===== src/rtl/tap_tune_pkg.sv =====
package tap_tune_pkg;

   typedef enum logic [2:0] {
      ST_IDLE,
      ST_LAUNCH,
      ST_WAIT_AP,
      ST_CHECK,
      ST_STEP,
      ST_FLAUNCH,
      ST_FWAIT
   } tune_st_e;

   function automatic int cnt_width(input int n);
      return (n > 1) ? $clog2(n) : 1;
   endfunction

endpackage


===== src/rtl/tap_apply_ctl.sv =====
module tap_apply_ctl #(
   parameter int TAP_W         = 6,
   parameter int APPLY_TIMEOUT = 16
) (
   input  logic             clk,
   input  logic             rst_n,
   input  logic             go_i,
   input  logic [TAP_W:0]   val_i,
   input  logic             ready_i,
   output logic [TAP_W-1:0] tap_o,
   output logic             apply_o,
   output logic             fin_o,
   output logic             ok_o
);
   import tap_tune_pkg::*;

   localparam int          CNT_W = cnt_width(APPLY_TIMEOUT);
   localparam logic [TAP_W:0] MAX_CODE = {1'b0, {TAP_W{1'b1}}};

   logic tmo_hit;

   generate
      if (APPLY_TIMEOUT > 0) begin : g_timeout
         logic [CNT_W-1:0] wait_cnt;
         always_ff @(posedge clk or negedge rst_n) begin
            if (!rst_n)          wait_cnt <= '0;
            else if (!apply_o)   wait_cnt <= '0;
            else                 wait_cnt <= wait_cnt + 1'b1;
         end
         assign tmo_hit = apply_o && (wait_cnt == CNT_W'(APPLY_TIMEOUT - 1));
      end else begin : g_no_timeout
         assign tmo_hit = 1'b0;
      end
   endgenerate

   always_ff @(posedge clk or negedge rst_n) begin
      if (!rst_n) begin
         tap_o   <= '0;
         apply_o <= 1'b0;
         fin_o   <= 1'b0;
         ok_o    <= 1'b0;
      end else begin
         fin_o <= 1'b0;
         if (go_i) begin
            if (val_i > MAX_CODE) begin
               fin_o <= 1'b1;
               ok_o  <= 1'b0;
            end else begin
               tap_o   <= val_i[TAP_W-1:0];
               apply_o <= 1'b1;
            end
         end else if (apply_o) begin
            if (ready_i) begin
               apply_o <= 1'b0;
               fin_o   <= 1'b1;
               ok_o    <= 1'b1;
            end else if (tmo_hit) begin
               apply_o <= 1'b0;
               fin_o   <= 1'b1;
               ok_o    <= 1'b0;
            end
         end
      end
   end

endmodule


===== src/rtl/tap_streak_track.sv =====
module tap_streak_track #(
   parameter int TAP_W     = 6,
   parameter int TAP_LIMIT = 40
) (
   input  logic                          clk,
   input  logic                          rst_n,
   input  logic                          clr_i,
   input  logic                          upd_i,
   input  logic                          good_i,
   input  logic [TAP_W-1:0]              idx_i,
   output logic [$clog2(TAP_LIMIT+1)-1:0] best_o,
   output logic [TAP_W-1:0]              end_o
);
   localparam int SW = $clog2(TAP_LIMIT + 1);

   logic [SW-1:0] run_q;
   logic [SW-1:0] run_nx;

   assign run_nx = run_q + 1'b1;

   always_ff @(posedge clk or negedge rst_n) begin
      if (!rst_n) begin
         run_q  <= '0;
         best_o <= '0;
         end_o  <= '0;
      end else if (clr_i) begin
         run_q  <= '0;
         best_o <= '0;
         end_o  <= '0;
      end else if (upd_i) begin
         if (!good_i) begin
            run_q <= '0;
         end else begin
            run_q <= run_nx;
            if (run_nx > best_o) begin
               best_o <= run_nx;
               end_o  <= idx_i;
            end
         end
      end
   end

endmodule


===== src/rtl/tap_tune_engine.sv =====
module tap_tune_engine #(
   parameter int TAP_W         = 6,
   parameter int TAP_LIMIT     = 40,
   parameter int APPLY_TIMEOUT = 16
) (
   input  logic             clk,
   input  logic             rst_n,
   input  logic             start_i,
   output logic [TAP_W-1:0] tap_o,
   output logic             tap_apply_o,
   input  logic             tap_ready_i,
   output logic             chk_req_o,
   input  logic             chk_ack_i,
   input  logic             chk_pass_i,
   output logic             done_o,
   output logic             err_o
);
   import tap_tune_pkg::*;

   localparam int              SW       = $clog2(TAP_LIMIT + 1);
   localparam logic [TAP_W-1:0] LAST_IDX = TAP_W'(TAP_LIMIT - 1);

   generate
      if (TAP_W < 1 || TAP_W > 8) begin : g_bad_width
         $error("tap_tune_engine: TAP_W out of range");
      end
      if (TAP_LIMIT < 1 || TAP_LIMIT > (1 << TAP_W)) begin : g_bad_limit
         $error("tap_tune_engine: TAP_LIMIT exceeds tap code space");
      end
      if (APPLY_TIMEOUT < 0) begin : g_bad_tmo
         $error("tap_tune_engine: APPLY_TIMEOUT must not be negative");
      end
   endgenerate

   tune_st_e          st_q;
   logic [TAP_W-1:0]  idx_q;
   logic [SW-1:0]     best_len;
   logic [TAP_W-1:0]  best_end;
   logic [TAP_W:0]    centre;
   logic [TAP_W:0]    ap_val;
   logic              ap_go;
   logic              ap_fin;
   logic              ap_ok;
   logic              trk_clr;
   logic              trk_upd;
   logic              trk_good;

   assign centre = {1'b0, best_end} - (TAP_W+1)'(best_len >> 1);
   assign ap_go  = (st_q == ST_LAUNCH) || (st_q == ST_FLAUNCH);
   assign ap_val = (st_q == ST_FLAUNCH) ? centre : {1'b0, idx_q};

   assign trk_clr  = (st_q == ST_IDLE) && start_i;
   assign trk_upd  = ((st_q == ST_WAIT_AP) && ap_fin && !ap_ok) ||
                     ((st_q == ST_CHECK) && chk_ack_i);
   assign trk_good = (st_q == ST_CHECK) && chk_pass_i;

   assign chk_req_o = (st_q == ST_CHECK);

   tap_apply_ctl #(
      .TAP_W        (TAP_W),
      .APPLY_TIMEOUT(APPLY_TIMEOUT)
   ) u_apply (
      .clk    (clk),
      .rst_n  (rst_n),
      .go_i   (ap_go),
      .val_i  (ap_val),
      .ready_i(tap_ready_i),
      .tap_o  (tap_o),
      .apply_o(tap_apply_o),
      .fin_o  (ap_fin),
      .ok_o   (ap_ok)
   );

   tap_streak_track #(
      .TAP_W    (TAP_W),
      .TAP_LIMIT(TAP_LIMIT)
   ) u_track (
      .clk   (clk),
      .rst_n (rst_n),
      .clr_i (trk_clr),
      .upd_i (trk_upd),
      .good_i(trk_good),
      .idx_i (idx_q),
      .best_o(best_len),
      .end_o (best_end)
   );

   always_ff @(posedge clk or negedge rst_n) begin
      if (!rst_n) begin
         st_q   <= ST_IDLE;
         idx_q  <= '0;
         done_o <= 1'b0;
         err_o  <= 1'b0;
      end else begin
         done_o <= 1'b0;
         unique case (st_q)
            ST_IDLE: begin
               if (start_i) begin
                  err_o <= 1'b0;
                  idx_q <= '0;
                  st_q  <= ST_LAUNCH;
               end
            end
            ST_LAUNCH: st_q <= ST_WAIT_AP;
            ST_WAIT_AP: begin
               if (ap_fin) st_q <= ap_ok ? ST_CHECK : ST_STEP;
            end
            ST_CHECK: begin
               if (chk_ack_i) st_q <= ST_STEP;
            end
            ST_STEP: begin
               if (idx_q == LAST_IDX) begin
                  if (best_len == '0) begin
                     err_o <= 1'b1;
                     st_q  <= ST_IDLE;
                  end else begin
                     st_q <= ST_FLAUNCH;
                  end
               end else begin
                  idx_q <= idx_q + 1'b1;
                  st_q  <= ST_LAUNCH;
               end
            end
            ST_FLAUNCH: st_q <= ST_FWAIT;
            ST_FWAIT: begin
               if (ap_fin) begin
                  if (ap_ok) done_o <= 1'b1;
                  else       err_o  <= 1'b1;
                  st_q <= ST_IDLE;
               end
            end
            default: st_q <= ST_IDLE;
         endcase
      end
   end

endmodule


===== config.mk =====
export PLATFORM = sky130hd
export DESIGN_NAME = tap_tune_engine
export DESIGN_NICKNAME = d
export VERILOG_FILES = /design/src/rtl/tap_tune_pkg.sv /design/src/rtl/tap_apply_ctl.sv /design/src/rtl/tap_streak_track.sv /design/src/rtl/tap_tune_engine.sv
export SDC_FILE = /design/constraint.sdc
export NUM_CORES = 1
export LEC_CHECK = 0
export ABC_CLOCK_PERIOD_IN_PS = 3400
export CAP_MARGIN = 10
export CORE_ASPECT_RATIO = 1.2
export CORE_UTILIZATION = 45
export CTS_CLUSTER_DIAMETER = 50
export CTS_CLUSTER_SIZE = 24
export DETAILED_ROUTE_END_ITERATION = 12
export GPL_ROUTABILITY_DRIVEN = 0
export PLACE_DENSITY = 0.68
export SLEW_MARGIN = 20
export SYNTH_ARGS = -nofsm -noshare
export SYNTH_HDL_FRONTEND = slang
export SYNTH_HIERARCHICAL = 1
export SYNTH_SLANG_ARGS = --single-unit

===== constraint.sdc =====
create_clock -name clk -period 3.4 [get_ports clk]
set_input_delay 0.51 -clock clk [delete_from_list [all_inputs] [get_ports clk]]
set_output_delay 0.51 -clock clk [all_outputs]
set_load 0.02 [all_outputs]

==> results of run 1 <==
-- state kept, by name, summed over array words and instances, names as in the netlist --
name	flops
idx_q	6
u_apply/tap_o	6
u_track/best_o	6
u_track/end_o	6
u_track/run_q	6
u_apply/g_timeout.wait_cnt	4
st_q	3
done_o	1
err_o	1
u_apply/apply_o	1
u_apply/fin_o	1
u_apply/ok_o	1
-- logic make-up after synthesis --
family / Yosys count
AOI/OAI and AO/OA: 57
xor gates and xnor gates: 5
adders and majority gates: 15
buffers and inverters: 30
DFF: 42
muxes: 19
and+or+nand+nor: 118
-- layer usage --
| layer | vias up | global-route usage [%] | routed length [µm] |
|---|---|---|---|
| li1 | 1025 | - | - |
| met1 | 948 | 23.3 | 2530 |
| met2 | 42 | 31.3 | 2570 |
| met3 | 9 | 3.45 | 171 |
| met4 | 0 | 6.29 | 71 |
| met5 | - | 0 | 0 |
-- power by group through the flow --
stage                     sequential [W]  clock, W  combinational, W
after floorplan                 0.000723         0          0.000560
after global placement          0.000742         0          0.000723
after detailed placement        0.000742         0          0.000731
after CTS                       0.000732  0.000353          0.000737
after global routing            0.000749  0.000369          0.000815
final                           0.000734  0.000339          0.000735
-- worst max-delay path, delay by kind of cell (launching register included) --
family	cells	cell delay (ns)
buf+inv	1	0.25
flops	1	0.44
compound gates	3	0.68
simple gates	3	0.68
fa+ha+maj	1	0.31
mux	1	0.21
-- metrics by stage --
stage               util [%]  setup WS (ns)  instance area [µm²]
detailed placement      50.9          0.771                 2940
global route            52.5          0.586                 3040
floorplan                  -          0.987                 2750
global placement        50.9          0.819                 2940
CTS                     52.5          0.750                 3040
finish                  52.5          0.767                 3040
-- cell usage in the layout, fill, tap and decap left out, drive strengths merged, types with 6 or more instances in the layout --
master / instances
dfrtp: 42
inv: 17
nor2: 17
nand3: 11
ha: 14
mux2: 7
nor3: 6
o21ai: 13
nor2b: 10
a21oi: 16
clkbuf: 6
nand2: 21
nand2b: 27
mux2i: 12
clkdlybuf4s50: 14
-- final timing paths --
| path | endpoint | slack [ns] | depth (start not counted) |
|---|---|---|---|
| worst min-delay path | u_apply/tap_o[2]$_DFFE_PN0P_ | 0.35 | 1 |
| max in group asynchronous | u_track/best_o[5]$_DFFE_PN0P_ | 2.48 | 1 |
| worst min register to register | u_apply/g_timeout.wait_cnt[0]$_DFF_PN0_ | 0.46 | 1 |
| worst max-delay path | u_track/end_o[5]$_DFFE_PN0P_ | 0.77 | 9 |
| worst max register to register | u_track/end_o[5]$_DFFE_PN0P_ | 0.77 | 9 |
| min in group clk | u_apply/g_timeout.wait_cnt[0]$_DFF_PN0_ | 0.46 | 1 |
-- layout make-up --
type	count	area share (%)
multi-input combinational	214	51.1
tap	80	3.30
clock inverter	2	0.412
timing repair buffer	19	5.77
inverter	17	2.10
clock buffer	6	2.72
sequential	42	34.6
==> flow_summary.ini, run 1 <==
[final_layout]
n_antenna_cell = 0
num-nets-final = 320
nFillCells = 553
syn2layout_area_growth_pct = 10.3
regArea_um2 = 1050
final_cell_count_no_fill = 380
multi_input_area_um2 = 1550
drive_above_1_share_pct = 11.3

[synth]
synth_xor_area_share_pct = 1.59
synth_commonest_cells = dfrtp_1, nand2b_1, nand2_1
syn_avg_cell_area_um2 = 9.63
ys_seq_area_share_pct = 38.2
synthAdderAreaFrac_pct = 7.09
synthSimpleGateAreaFrac_pct = 24.6
ys_warn_count = 6
yosysMostFrequentCell = dfrtp_1
synth_mux_area_share_pct = 8.04
syn-num-nets = 307
synth-edff-count = 0
synth-seq-cells = 42
async_reset_ff_share_pct = 100
synth_cell_types = 61
dominantRegCellSynth = dfrtp_1
synth_top_area_share_pct = 38.2
syn_area_um2 = 2750
netlist_top_cells_area = dfrtp_1, ha_1, nand2b_1
synth_top_family_by_area = simple AND/OR/NAND/NOR gates
synth_compound_area_share_pct = 15.0
syn_inst = 286
synth.largest_area_cell = dfrtp_1

[grt]
grt_pass1_wl_mm = 9.05
grt-ovfl-total = 0
grt_max_degree = 43
grtUsageTotal_pct = 18.4
grt_pass1_vias = 1956
antenna_found_initial = 0

[sta]
fin_worst_skew_ns = 0.0102
fmax_ghz = 0.380
slew_headroom_pct = 38.3
slew_violations = 0
fin_tns_setup_ns = 0
rsz0062_at_grt = no
worstMarginPinSlew_ns = 0.925
setup_violations = 0
finalHoldViolations = 0
period_minus_slack_ns = 2.63
fin_hold_ws_ns = 0.347
fin_crit_sh_pct = 77.4

[floorplan]
core_um2 = 5780
die_w_um = 73.4
io_pins = 16
initial_core_util_pct = 47.6
dieArea_um2 = 6440
die_h_um = 87.7
rows = 30

[cts]
postCtsHoldBufs = 0
clk_path_buf_depth = 2
cts-root-buf = clkbuf_8
cts_max_level = 2
cts_buffers = 5
cts_setup_buffers = 0
postCtsResizedCells = 0
cts_tree = yes
cts.sinks = 42
cts.clk_slew.worst_paths_ns = 0.08
clk_latency_ns = 0.29

[power]
p_comb_share_pct = 40.6
p_switching_w = 0.000687
switching_share_pct = 38.0
power_leakage_nw = 1.25
p_int_w = 0.00112
pwr-share-seq_pct = 40.6
power.total_w = 0.00181
vdd_drop_max_v = 0.000299
pwr_density_cell_nw_per_um2 = 595
p_clk_share_pct = 18.7

[place]
dp.cells = 372
io_buffers = 15
dp_hpwl_mm = 3.80

[drt]
first_iter_violations = 81
routed_wl_mm = 5.35
dr.pass1.iters = 4
drtAntennaViolNets = 0
drc = 0
wire_per_inst_um = 14.1
vias = 2024
via_per_inst = 5.33

[worst_setup_path]
slowest_delay_ns = 0.44
r2r_start = u_track/run_q[0]$_DFFE_PN0P_
critPathLaunch = u_track/run_q[0]$_DFFE_PN0P_
arrival_ns = 2.85
worstPathMaxFanout = 10
crit_type = reg -> reg
start_kind = flop
slowest_stage = dfrtp_1
crit_path_end_kind = flop
path_cells = nand3_1 -> o21a_1 -> or2_2 -> ha_1 -> and4_4 -> a31o_1 -> a31oi_4 -> buf_4 -> mux2i_1
worst_ep_required_time_ns = 3.62

[flow_run]
maxCapViolations = 0

[worst_hold_path]
hp-class = in -> async

[outcome]
outcome = finished clean
Note: power is estimated with default switching activity, not from simulation.
==> run 2: changes to the inputs <==
ABC_CLOCK_PERIOD_IN_PS = 2250   (was 3400)
PLACE_DENSITY = 0.7   (was 0.68)
clock period = 2.25 ns   (was 3.4 ns; I/O delays follow)
==> flow_summary.ini, run 2 (synthesized netlist as in run 1, its figures left out) <==
[outcome]
outcome = finished clean

[place]
io_buffers = 15
dp_hpwl_mm = 4.07
dp.cells = 394

[cts]
cts_buffers = 5
cts_tree = yes
clk_latency_ns = 0.31
cts.clk_slew.worst_paths_ns = 0.08
cts_max_level = 2
cts-root-buf = clkbuf_8
clk_path_buf_depth = 2
cts.sinks = 42

[sta]
worstMarginPinSlew_ns = 0.632
fin_hold_ws_ns = 0.467
finalHoldViolations = 0
slew_violations = 0
slew_headroom_pct = 57.5
fin_crit_sh_pct = 98.3
fmax_ghz = 0.452
fin_worst_skew_ns = 0.00866
rsz0062_at_grt = yes
fin_tns_setup_ns = 0
period_minus_slack_ns = 2.21
setup_violations = 0

[drt]
routed_wl_mm = 5.71
drtAntennaViolNets = 0
vias = 2135
first_iter_violations = 111
via_per_inst = 5.26
wire_per_inst_um = 14.1
dr.pass1.iters = 4
drc = 0

[power]
vdd_drop_max_v = 0.000466
pwr_density_cell_nw_per_um2 = 883
p_clk_share_pct = 20.6
p_switching_w = 0.00108
switching_share_pct = 36.9
pwr-share-seq_pct = 37.7
p_comb_share_pct = 41.7
p_int_w = 0.00185
power_leakage_nw = 1.41

[worst_setup_path]
slowest_delay_ns = 0.39
start_kind = flop
path_cells = nand3_2 -> o21a_1 -> or2_4 -> ha_4 -> and4_4 -> a31o_1 -> a31oi_4 -> buf_6 -> mux2i_1
arrival_ns = 2.44
rrSetupSlack_ns = 0.04
crit_path_end_kind = flop
worst_ep_required_time_ns = 2.48
rr_worst_depth = 9
endpoint = u_track/end_o[3]$_DFFE_PN0P_
r2r_start = u_track/run_q[1]$_DFFE_PN0P_
worstPathMaxFanout = 5
crit_type = reg -> reg
critPathLaunch = u_track/run_q[1]$_DFFE_PN0P_
rr_endpoint = u_track/end_o[3]$_DFFE_PN0P_
slowest_stage = dfrtp_1

[final_layout]
layout_commonest_cell = dfrtp_1
syn2layout_area_growth_pct = 20.4
final_cell_mix = dfrtp_1, buf_4, nand2b_1
final_cell_count_no_fill = 406
drive_above_1_share_pct = 20.6
n_antenna_cell = 0
nFillCells = 524
num-nets-final = 346
utilization_pct = 57.4

[floorplan]
die_h_um = 87.7
initial_core_util_pct = 47.6
dieArea_um2 = 6440
core_um2 = 5780
die_w_um = 73.4
rows = 30
io_pins = 16

[grt]
grtUsageTotal_pct = 19.7
grt_pass1_vias = 2094
antenna_found_initial = 0
grt_max_degree = 32
grt-ovfl-total = 0
grt_pass1_wl_mm = 9.62

[flow_run]
maxCapViolations = 0

[worst_hold_path]
hp-class = in -> async
[run 2: cell count changes in the layout (fill, tap and decap cells not counted), moves of 2 or more]
cell	before	now
buf_4	4	27
buf_6	0	2
clkbuf_1	0	2
ha_1	14	12
nand3_1	11	9
nand3_2	0	2
xnor2_1	2	0
xnor2_2	0	2
[run 2: how the worst min path moves through the flow]
stage	cells past startpoint	from	slack [ns]	endpoint
after floorplan	0	rst_n	0.04	done_o$_DFF_PN0_
after global placement	1	rst_n	0.27	u_apply/tap_o[1]$_DFFE_PN0P_
after detailed placement	1	rst_n	0.27	u_apply/tap_o[2]$_DFFE_PN0P_
after CTS	1	u_apply/g_timeout.wait_cnt[0]$_DFF_PN0_	0.47	u_apply/g_timeout.wait_cnt[0]$_DFF_PN0_
after global routing	1	u_apply/g_timeout.wait_cnt[0]$_DFF_PN0_	0.49	u_apply/g_timeout.wait_cnt[0]$_DFF_PN0_
final	2	rst_n	0.47	u_apply/tap_o[2]$_DFFE_PN0P_
[run 2: power by group through the flow]
stage	combinational, W	sequential (W)	clock, W
global route	0.00134	0.00113	0.000661
finish	0.00122	0.00110	0.000604
detailed placement	0.00120	0.00112	0
CTS	0.00122	0.00110	0.000622
floorplan	0.000857	0.00109	0
global placement	0.00117	0.00112	0
[run 2: layer usage]
metal | GRT usage (%) | share of wire [%] | vias to the layer above
met4 | 6.82 | 1.4 | 0
li1 | - | - | 1071
met1 | 25.5 | 47 | 1021
met5 | 0 | 0 | -
met2 | 32.8 | 49 | 37
met3 | 3.80 | 2.9 | 6
[run 2: repair_timing]
item | in CTS | in global routing
gates resized for setup | 9 | 3
setup buffers | 2 | 1
endpoints found under the hold margin | 15 | 0
pin swaps | 4 | 5
endpoints found under the setup margin | 18 | 18
hold buffers | 1 | 0
[run 2: stage by stage]
stage               total power, W  setup slack [ns]  cell area (µm²)
floorplan                  0.00195           0.00327             2780
global placement           0.00228           -0.0237             3130
detailed placement         0.00231            -0.121             3130
CTS                        0.00294           0.00297             3290
global route               0.00313           -0.0764             3320
finish                     0.00293            0.0378             3320
[run 2: layout make-up]
cell class                      count  area [µm²]  area share [%]
Inverter                           17        63.8            1.92
Timing Repair Buffer               45         380            11.5
Clock buffer                        7        76.3            2.30
Sequential cell                    42        1050            31.7
Clock inverter                      1        30.0           0.906
Multi-Input combinational cell    214        1610            48.7
Tap cell                           80         100            3.02
[run 2: worst max-delay path: cells and delay by family, from the launching register on]
kind	cells	cell delay [ns]
buf+inv	1	0.16
fa+ha+maj	1	0.22
simple gates	3	0.54
compound gates	3	0.63
mux	1	0.20
flops	1	0.39
==> run 3: changes to the inputs <==
ABC_AREA = 1   (was default)
==> flow_summary.ini, run 3 <==
[outcome]
outcome = finished clean

[power]
switching_share_pct = 42.4
pwr-share-seq_pct = 40.2
power_leakage_nw = 1.58
p_int_w = 0.00148
vdd_drop_max_v = 0.000635
pwr_density_cell_nw_per_um2 = 826
p_switching_w = 0.00108
p_comb_share_pct = 39.7
power.total_w = 0.00256
p_clk_share_pct = 20.1

[synth]
synth_top_area_share_pct = 38.7
async_reset_ff_share_pct = 100
synth_commonest_cells = nand2_1, inv_1, dfrtp_1
yosysMostFrequentCell = nand2_1
synth.largest_area_cell = dfrtp_1
syn_area_um2 = 2720
netlist_top_cells_area = dfrtp_1, nand2_1, inv_1
dominantRegCellSynth = dfrtp_1
syn_avg_cell_area_um2 = 7.55
ys_seq_area_share_pct = 38.7
syn-num-nets = 381
syn_inst = 360
ys_warn_count = 6
synth_cell_types = 34
synth-edff-count = 0
synth-seq-cells = 42

[worst_setup_path]
crit_family = simple AND/OR/NAND/NOR gates
start_kind = flop
slowest_stage = dfrtp_1
cp_common_cell = nand2_1
r2r_start = u_track/best_o[1]$_DFFE_PN0P_
worstPathMaxFanout = 13
rrSetupSlack_ns = 0.15
rr_worst_depth = 9
crit_type = reg -> reg
critPathBufInv = 0
path_cells = ha_1 -> fa_1 -> nand3b_1 -> nand2_1 -> nand2_1 -> and3_1 -> or2_4 -> nand2_1 -> o21ai_2
arrival_ns = 2.30
crit_path_end_kind = flop
slowest_delay_ns = 0.41
worst_ep_required_time_ns = 2.45
rr_endpoint = u_apply/tap_o[4]$_DFFE_PN0P_

[floorplan]
dieArea_um2 = 6360
io_pins = 16
die_h_um = 87.1
initial_core_util_pct = 47.3
rows = 30
core_um2 = 5740
die_w_um = 72.9

[sta]
finalWorstSetupSlack_ns = 0.152
slew_violations = 0
rsz0062_at_grt = no
fin_tns_setup_ns = 0
fin_crit_sh_pct = 93.2
fmax_ghz = 0.477
setup_violations = 0
slew_headroom_pct = 60.2
period_minus_slack_ns = 2.10
fin_worst_skew_ns = 0.00403
finalHoldViolations = 0
worstMarginPinSlew_ns = 0.597

[drt]
drc = 0
vias = 2265
routed_wl_mm = 5.70
via_per_inst = 4.84
first_iter_violations = 83
drtAntennaViolNets = 0
dr.pass1.iters = 4
wire_per_inst_um = 12.2

[flow_run]
maxCapViolations = 0

[final_layout]
utilization_pct = 54.0
syn2layout_area_growth_pct = 14.0
final_cell_mix = nand2_1, inv_1, dfrtp_1
layout_commonest_cell = nand2_1
drive_above_1_share_pct = 13.7
num-nets-final = 408
nFillCells = 576
n_antenna_cell = 0

[cts]
clk_latency_ns = 0.30
cts_tree = yes
clk_path_buf_depth = 2
cts.clk_slew.worst_paths_ns = 0.09
postCtsHoldBufs = 0
cts_buffers = 5
cts_max_level = 2
cts-root-buf = clkbuf_8
cts.sinks = 42

[grt]
grtUsageTotal_pct = 20.0
grt_max_degree = 27
antenna_found_initial = 0
grt_pass1_vias = 2144
grt_pass1_wl_mm = 9.72
grt-ovfl-total = 0

[place]
dp_hpwl_mm = 4.35
dp_slack_ns = 0.120
io_buffers = 15

[worst_hold_path]
hp-class = in -> async
==> run 3: changes by cell type after synthesis, sizes merged, moves of 5 or more <==
cell	previous run	this run
o21ai	13	19
clkbuf	6	0
nand4	1	13
nand3	11	37
nand2	21	111
nor2b	10	0
mux2i	12	0
inv	17	60
and2	5	0
nor2	17	34
mux2	7	0
nor3	6	0
nand2b	27	0
a21oi	16	7
==> run 3: per-layer routing <==
layer | global-route usage [%] | up-vias | share of wire (%)
met1 | 26.1 | 1035 | 47
met4 | 5.88 | 0 | 1.3
met2 | 33.7 | 26 | 49
li1 | - | 1198 | -
met3 | 3.47 | 6 | 2.3
met5 | 0 | - | 0
==> run 3: worst max-delay path by stage <==
stage | start | to | slack (ns) | depth (start not counted)
2_1_floorplan | u_track/best_o[1]$_DFFE_PN0P_ | u_apply/tap_o[1]$_DFFE_PN0P_ | 0.19 | 10
3_3_place_gp | u_track/best_o[1]$_DFFE_PN0P_ | u_apply/tap_o[3]$_DFFE_PN0P_ | 0.19 | 9
3_5_place_dp | u_track/best_o[1]$_DFFE_PN0P_ | u_apply/tap_o[1]$_DFFE_PN0P_ | 0.12 | 9
4_1_cts | u_track/best_o[1]$_DFFE_PN0P_ | u_apply/tap_o[4]$_DFFE_PN0P_ | 0.11 | 9
5_1_grt | u_track/run_q[2]$_DFFE_PN0P_ | u_track/best_o[4]$_DFFE_PN0P_ | 0.007 | 14
6_report | u_track/best_o[1]$_DFFE_PN0P_ | u_apply/tap_o[4]$_DFFE_PN0P_ | 0.15 | 9
==> run 3: metrics by stage <==
stage,cells,area (µm²),hold slack (ns)
floorplan,360,2720,0.0419
global placement,459,2980,0.373
detailed placement,459,2980,0.376
CTS,467,3080,0.0413
global route,468,3100,0.0744
finish,468,3100,0.0254
==> run 3: area by class of cell <==
cell class / instances / area [µm²] / area share, %
Clock buffer: 5 / 68.8 / 2.22
Clock inverter: 3 / 25.0 / 0.807
Inverter: 60 / 225 / 7.27
Multi-Input combinational cell: 254 / 1420 / 45.7
Sequential cell: 42 / 1050 / 34.0
Tap cell: 80 / 100 / 3.23
Timing Repair Buffer: 24 / 213 / 6.86
==> run 3: kinds of logic (layout without fill, tap and decap cells) <==
logic type / count (synthesis) / count (layout) / synth area share, %
compound gates: 33 / 33 / 8.38
simple gates: 200 / 200 / 34.1
xor+xnor: 6 / 6 / 1.93
fa+ha+maj: 15 / 15 / 7.18
flops: 42 / 42 / 38.7
buf+inv: 64 / 92 / 9.71
==> run 3: repair_timing <==
action | CTS | global route
endpoints found under the setup margin | 0 | 16
gates resized for setup | 0 | 3
endpoints found under the hold margin | 0 | 0
buffers inserted | 0 | 1
==> run 3: power by group through the flow <==
stage | registers (W) | logic (W) | clock network [W]
final | 0.00103 | 0.00102 | 0.000516
after global routing | 0.00105 | 0.00116 | 0.000558
after CTS | 0.00103 | 0.00102 | 0.000535
after detailed placement | 0.00104 | 0.00101 | 0
after global placement | 0.00104 | 0.000993 | 0
after floorplan | 0.00106 | 0.000702 | 0
